**src/rtl/bpg_pkg.sv**
```systemverilog
package bpg_pkg;

  localparam int WSEL_W  = 3;
  localparam int RATIO_W = 4;

  typedef logic [WSEL_W-1:0]  wsel_t;
  typedef logic [RATIO_W-1:0] ratio_t;

  // Width code to fast-clock cycles per parallel word.
  function automatic ratio_t ratio_of(input wsel_t code);
    ratio_t r;
    if (code == wsel_t'(7)) r = ratio_t'(10);
    else                    r = ratio_t'(code) + ratio_t'(2);
    return r;
  endfunction

endpackage

```
**src/rtl/bpg_clk_div.sv**
```systemverilog
module bpg_clk_div
  import bpg_pkg::*;
(
  input  logic  clk_i,
  input  logic  rst_n_i,
  input  wsel_t width_sel_i,
  output logic  step_o
);

  ratio_t cnt_q, cnt_d;
  ratio_t last_cnt;
  logic   wrap;

  assign last_cnt = ratio_of(width_sel_i) - ratio_t'(1);
  assign wrap     = (cnt_q >= last_cnt);

  always_comb begin
    cnt_d = cnt_q + ratio_t'(1);
    if (wrap) cnt_d = '0;
  end

  always_ff @(posedge clk_i or negedge rst_n_i) begin
    if (!rst_n_i) cnt_q <= '0;
    else          cnt_q <= cnt_d;
  end

  assign step_o = wrap;

endmodule

```
**src/rtl/bpg_addr_ctr.sv**
```systemverilog
module bpg_addr_ctr #(
  parameter int ADDR_W      = 9,
  parameter int TRAIN_WORDS = 16
) (
  input  logic              clk_i,
  input  logic              rst_n_i,
  input  logic              step_i,
  output logic [ADDR_W-1:0] addr_o,
  output logic              fetch_o,
  output logic              train_o,
  output logic              done_o
);

  localparam logic [ADDR_W-1:0] LAST_ADDR = {ADDR_W{1'b1}};
  localparam logic [ADDR_W-1:0] TRAIN_END = ADDR_W'(TRAIN_WORDS);

  logic [ADDR_W-1:0] addr_q, addr_d;
  logic              done_q, done_d;
  logic              fetch;

  assign fetch = step_i & ~done_q;

  always_comb begin
    addr_d = addr_q;
    done_d = done_q;
    if (fetch) begin
      if (addr_q == LAST_ADDR) done_d = 1'b1;
      else                     addr_d = addr_q + 1'b1;
    end
  end

  always_ff @(posedge clk_i or negedge rst_n_i) begin
    if (!rst_n_i) begin
      addr_q <= '0;
      done_q <= 1'b0;
    end else begin
      addr_q <= addr_d;
      done_q <= done_d;
    end
  end

  assign addr_o  = addr_q;
  assign fetch_o = fetch;
  assign train_o = (addr_q < TRAIN_END) & ~done_q;
  assign done_o  = done_q;

endmodule

```
**src/rtl/bpg_pattern_rom.sv**
```systemverilog
module bpg_pattern_rom #(
  parameter int ADDR_W      = 9,
  parameter int DATA_W      = 36,
  parameter int TRAIN_WORDS = 16,
  parameter int DET_END     = 256,
  parameter int MIX_SHIFT   = 17
) (
  input  logic              clk_i,
  input  logic              rst_n_i,
  input  logic              rd_en_i,
  input  logic [ADDR_W-1:0] addr_i,
  output logic [DATA_W-1:0] data_o,
  output logic              valid_o
);

  localparam logic [DATA_W-1:0] MIX_K     = DATA_W'(64'h9E3779B97);
  localparam logic [ADDR_W-1:0] TRAIN_END = ADDR_W'(TRAIN_WORDS);
  localparam logic [ADDR_W-1:0] DET_LIM   = ADDR_W'(DET_END);

  function automatic logic [DATA_W-1:0] word_at(input logic [ADDR_W-1:0] a);
    logic [DATA_W-1:0] w;
    logic [DATA_W-1:0] p;
    w = '0;
    p = '0;
    if (a < TRAIN_END) begin
      for (int b = 0; b < DATA_W; b++) w[b] = ((b % 4) >= 2) ^ a[0];
    end else if (a < DET_LIM) begin
      for (int b = 0; b < DATA_W; b++) w[b] = a[b % ADDR_W];
    end else begin
      p = DATA_W'(a) * MIX_K;
      w = p ^ (p >> MIX_SHIFT);
    end
    return w;
  endfunction

  logic [DATA_W-1:0] data_q, data_d;
  logic              valid_q;

  always_comb begin
    data_d = data_q;
    if (rd_en_i) data_d = word_at(addr_i);
  end

  always_ff @(posedge clk_i or negedge rst_n_i) begin
    if (!rst_n_i) begin
      data_q  <= '0;
      valid_q <= 1'b0;
    end else begin
      data_q  <= data_d;
      valid_q <= rd_en_i;
    end
  end

  assign data_o  = data_q;
  assign valid_o = valid_q;

endmodule

```
**src/rtl/bist_pattern_gen.sv**
```systemverilog
module bist_pattern_gen
  import bpg_pkg::*;
#(
  parameter int ADDR_W      = 9,
  parameter int DATA_W      = 36,
  parameter int TRAIN_WORDS = 16,
  parameter int DET_END     = 256
) (
  input  logic              clk_i,
  input  logic              rst_n_i,
  input  logic [2:0]        width_sel_i,
  output logic [DATA_W-1:0] vec_o,
  output logic              vec_valid_o,
  output logic              sync_en_o,
  output logic              done_o
);

  logic [1:0]        rst_pipe_q;
  logic              rst_n;
  logic              step;
  logic              fetch;
  logic              train;
  logic [ADDR_W-1:0] addr;

  // Asynchronous assert, synchronous release.
  always_ff @(posedge clk_i or negedge rst_n_i) begin
    if (!rst_n_i) rst_pipe_q <= 2'b00;
    else          rst_pipe_q <= {rst_pipe_q[0], 1'b1};
  end
  assign rst_n = rst_pipe_q[1];

  bpg_clk_div u_div (
    .clk_i       (clk_i),
    .rst_n_i     (rst_n),
    .width_sel_i (wsel_t'(width_sel_i)),
    .step_o      (step)
  );

  bpg_addr_ctr #(
    .ADDR_W      (ADDR_W),
    .TRAIN_WORDS (TRAIN_WORDS)
  ) u_ctr (
    .clk_i   (clk_i),
    .rst_n_i (rst_n),
    .step_i  (step),
    .addr_o  (addr),
    .fetch_o (fetch),
    .train_o (train),
    .done_o  (done_o)
  );

  bpg_pattern_rom #(
    .ADDR_W      (ADDR_W),
    .DATA_W      (DATA_W),
    .TRAIN_WORDS (TRAIN_WORDS),
    .DET_END     (DET_END)
  ) u_rom (
    .clk_i   (clk_i),
    .rst_n_i (rst_n),
    .rd_en_i (fetch),
    .addr_i  (addr),
    .data_o  (vec_o),
    .valid_o (vec_valid_o)
  );

  assign sync_en_o = train;

endmodule

```
**config.mk**
```make
export PLATFORM = sky130hd
export DESIGN_NAME = bist_pattern_gen
export DESIGN_NICKNAME = d
export VERILOG_FILES = /design/src/rtl/bpg_pkg.sv /design/src/rtl/bpg_clk_div.sv /design/src/rtl/bpg_addr_ctr.sv /design/src/rtl/bpg_pattern_rom.sv /design/src/rtl/bist_pattern_gen.sv
export SDC_FILE = /design/constraint.sdc
export NUM_CORES = 1
export LEC_CHECK = 0
export BUFFER_PORTS_ARGS = -buffer_cell sky130_fd_sc_hd__buf_4
export CAP_MARGIN = 20
export CORE_MARGIN = 1
export CORE_UTILIZATION = 58
export CTS_BUF_LIST = sky130_fd_sc_hd__clkbuf_2
export CTS_CLUSTER_DIAMETER = 50
export DETAILED_ROUTE_END_ITERATION = 12
export PLACE_DENSITY = 0.79
export SYNTH_ARGS = -nofsm -noshare
export SYNTH_HDL_FRONTEND = slang
export SYNTH_SLANG_ARGS = --single-unit
export TNS_END_PERCENT = 100
```
**constraint.sdc**
```tcl
create_clock -name clk_i -period 1.62 [get_ports clk_i]
set_input_delay 0.324 -clock clk_i [delete_from_list [all_inputs] [get_ports clk_i]]
set_output_delay 0.324 -clock clk_i [all_outputs]
set_load 0.02 [all_outputs]
```
==> results of run 1 <==
[logic make-up after synthesis]
kind of cell             after synthesis
buffers and inverters                184
AO/OA/AOI/OAI                        171
AND/OR/NAND/NOR                      168
adder cells (fa/ha/maj)              166
XOR/XNOR                              59
flip-flops                            53
multiplexers                           4
other                                  1
[through the flow]
stage	area [um2]	setup slack, ps
floorplan	7600	-3170
global placement	9560	-3460
detailed placement	9560	-3520
CTS	10700	-3470
[what timing repair did]
item,4_1_cts
hold buffers,1
setup endpoints to repair,52
hold endpoints to repair,2
buffers inserted,45
pin swaps,96
gates resized for setup,155
gates cloned,2
[routing by layer]
metal,global-route usage (%),GRT overflow
met2,89.4,6
met5,19.6,0
met3,48.6,1
met4,64.7,7
met1,67.5,0
==> impl_results.md, run 1 <==
- Syn avg cell area: 9.01 um2
- Kind of the worst endpoint: register input
- Max Buffers Root-to-Sink: 2
- Row cnt: 40
- Last stage reached: global routing
- Pin count of the biggest net entering global routing: 34
- Die X-Extent: 114 um
- Post-Synthesis Cell Area: 7260 um2
- Most frequent cell after synthesis: inv_1
- Flops & latches, synth: 53
- Synth cell count leaders: 156 x inv_1, 86 x fa_1, 80 x ha_1
- GPL Wtd Cong: 0.986
- PortBufs: 43
- Synth Area in Simple Gates: 10.8%
- Yosys warning count: 0
- Worst Endpoint after GRT Repair: u_rom.data_o[18]$_DFFE_PN0P_/D
- Post-Syn Nets: 977
- Top Ports: 44
- Yosys cell types: 57
- Largest family of logic cells by synthesized area: adder cells
- EDFF count, synth: 0
- Total grt overflow: 14
- Placed cell count: 1,198
- Chip height: 114 um
- Synth area leader: fa_1
- Initial core utilization: 60.0%
- Synth Area in XOR/XNOR: 7.68%
- Seq/Total Area, Yosys: 18.3%
- Cts bufs inserted: 5
- Post-Synth Adder-Cell Area: 37.5%
- DP Wirelength: 20,300 um
- Share of the synthesized area in the top cell type: 23.7%
- Total GRT Usage: 67.8%
- H-tree levels: 2
- Ys flop type: dfrtp_1
- Post-synthesis mux area share: 0.620%
- FFs w/ async S/R, synth: 100%
- Error: [ERROR GRT-0232] Routing congestion too high. Check the congestion heatmap in the GUI.
- Root Driver: clkbuf_2
- Sink Count: 53
- Synth Area in Compound Gates: 15.6%
- Run status: aborted with a tool error
- Top cells by area, synth: fa_1 24%, dfrtp_1 18%, ha_1 14%
- Synth Instances: 806
==> run 2: changes to the inputs <==
CORE_UTILIZATION = 40   (was 58)
CTS_BUF_LIST = default   (was sky130_fd_sc_hd__clkbuf_2)
CTS_CLUSTER_DIAMETER = default   (was 50)
PLACE_DENSITY = default   (was 0.79)
PLACE_DENSITY_LB_ADDON = 0.15   (was default)
clock period = 2.11 ns   (was 1.62 ns; I/O delays follow)
==> run 2 against run 1 <==
Against the previous run:
- the flow now finishes, with violations (negative setup slack)
- synthesized area unchanged
- synthesized cell count is the same
==> impl_results.md, run 2 <==
- PortBufs: 43
- Worst Setup SP: u_ctr.addr_o[3]
- Max frequency: 197 MHz
- Worst r2r src: u_ctr.addr_o[3]
- Avg Vias per Cell: 5.25
- Most frequent cells in the layout: 268 x buf_4, 140 x inv_1, 75 x fa_1
- Post-Route WL: 26,100 um
- CTS clk-pin slew, worst paths: 90 ps
- DP Wirelength: 21,300 um
- FFs w/ async S/R, synth: 100%
- Antenna viol nets, final: 0
- Most frequent cell after synthesis: inv_1
- Via count: 6,944
- Sink Count: 53
- Fin. max-slew vios: 0
- Row cnt: 48
- Post-Synth Adder-Cell Area: 37.5%
- Violated checks: negative setup slack
- Fillers: 1,415
- Post-Synthesis Cell Area: 7260 um2
- Final Hold Viols: 0
- 1st-iter DRT viols: 390
- Post-synthesis mux area share: 0.620%
- DR WL/cell: 19.7 um
- Period minus WS final: 5070 ps
- Area after DPL: 9740 um2
- Top cells by area, synth: fa_1 24%, dfrtp_1 18%, ha_1 14%
- Drt drc: 0
- Total GRT Usage: 29.5%
- Min-delay worst type: flop to asynchronous set/reset pin
- Synth Area in Compound Gates: 15.6%
- First drt pass iteration count: 5
- Max Buffers Root-to-Sink: 2
- Core ar.: 17,500 um2
- EDFF count, synth: 0
- Chip height: 137 um
- Clk_skew: 15.7 ps
- Die area: 18,700 um2
- Global-route wire length before repair: 40,500 um
- Area delta synth->final: 56.6%
- Antenna fix cells: 0
- Startpoint types: flop
- Tcrit/Tclk final: 240%
- Worst setup margin: -2960 ps
- Yosys warning count: 0
- Synth cell count leaders: 156 x inv_1, 86 x fa_1, 80 x ha_1
- Maximum fanout along the worst path: 4
- H-tree levels: 2
- CTS tree: built
- CP Data Arrival Time: 5260 ps
- Non-Filler Instances: 1,323
- Placed cell count: 1,270
- Slew margin rel.: 20.7%
- Syn avg cell area: 9.01 um2
- Root Driver: clkbuf_16
- Most common cell after layout, fill and taps aside: buf_4
- Share of layout cells above drive strength 1: 46.1%
- CP Capture Type: flop
- Synth Area in Simple Gates: 10.8%
- Top Ports: 44
- Critical path class: flop to flop
- Design area: 11,400 um2
- Die X-Extent: 137 um
- Final core utilization: 64.9%
- Maxcap violations: 0
- Max reg flops: 36
- Flops & latches, synth: 53
- Least-Margin Pin Slew: 1180 ps
- Initial core utilization: 41.4%
- Initial antenna violation count: 0
- Total grt overflow: 0
- Worst path required time: 2300 ps
- GPL Wtd Cong: 0.971
- Worst reg2reg endpoint: u_rom.data_o[31]
- Final setup viols: 46
- Hold slack: 225 ps
- Vias in the first global route: 7,395
- Synth Instances: 806
- Synth area leader: fa_1
- Largest family of logic cells by synthesized area: adder cells
- Pin count of the biggest net entering global routing: 38
- Nets: 1,268
- Cts bufs inserted: 5
- Worst skew pair latency: 310 ps
- Internal reg-to-reg setup slack: -2960 ps
- Post-Syn Nets: 977
- Seq/Total Area, Yosys: 18.3%
- Share of the synthesized area in the top cell type: 23.7%
- R2R cell count: 17
- Yosys cell types: 57
- Ys flop type: dfrtp_1
- Unrepaired setup endpoints after global routing: true
- Run status: finished, violations left
- Synth Area in XOR/XNOR: 7.68%
==> run 2: cell counts after synthesis <==
No cell type changed its count.
==> run 2: per-stage QoR <==
step / setup TNS [ps] / worst slack (ps)
2_1_floorplan: -86850 / -2680
3_3_place_gp: -104500 / -2980
3_5_place_dp: -106310 / -3040
4_1_cts: -97390 / -2870
5_1_grt: -105150 / -3090
6_report: -99450 / -2960
==> run 2: cell type report <==
type | count | area [um2] | area share (%)
Multi-Input combinational cell | 569 | 6440 | 56.6
Timing Repair Buffer | 311 | 2550 | 22.5
Sequential cell | 53 | 1340 | 11.8
Inverter | 157 | 612 | 5.38
Tap cell | 225 | 282 | 2.47
Clock buffer | 5 | 125 | 1.10
Clock inverter | 3 | 26.3 | 0.231
==> run 2: cells by family after synthesis <==
| group | count (synthesis) |
|---|---|
| adder cells (fa/ha/maj) | 166 |
| buffers and inverters | 184 |
| other | 1 |
| flip-flops | 53 |
| XOR/XNOR | 59 |
| multiplexers | 4 |
| AND/OR/NAND/NOR | 168 |
| AO/OA/AOI/OAI | 171 |
==> run 2: worst max path at each step <==
stage,to
5_1_grt,u_rom.data_o[18]
2_1_floorplan,u_rom.data_o[18]
3_3_place_gp,u_rom.data_o[18]
3_5_place_dp,u_rom.data_o[18]
6_report,u_rom.data_o[31]
4_1_cts,u_rom.data_o[18]
==> run 2: what timing repair did <==
item | in CTS | in global routing
gates resized for setup | 157 | 77
setup buffers | 28 | 26
endpoints found under the hold margin | 2 | 0
setup endpoints to repair | 47 | 47
gates cloned | 1 | 0
hold buffers | 1 | 0
pin swaps | 88 | 64
==> run 2: worst max-delay path, stage by stage, from the launching register on <==
cell and delay (ps):
dfrtp_2 480, fa_2 430, inv_2 90, fa_2 470, fa_1 500, fa_1 570, inv_2 60, ha_4 240
or3_1 300, o21ai_1 110, a31oi_2 70, o31a_1 320, o31a_1 360, buf_4 170, a31oi_4 200, xor2_2 170
nor2_1 70, o32a_1 340
==> run 2: routing by layer <==
layer,wire length (um),share of wire [%],GRT usage [%],up-vias
li1,-,-,-,3230
met1,11100,42,37.5,3474
met2,13000,50,51.7,201
met3,1410,5.4,4.74,39
met4,636,2.4,7.59,0
met5,0,0,0,-
Power of run 2 is left out: the tool's default activity adds up to more than one toggle a clock period on the data nets, which glitch-free logic cannot reach.
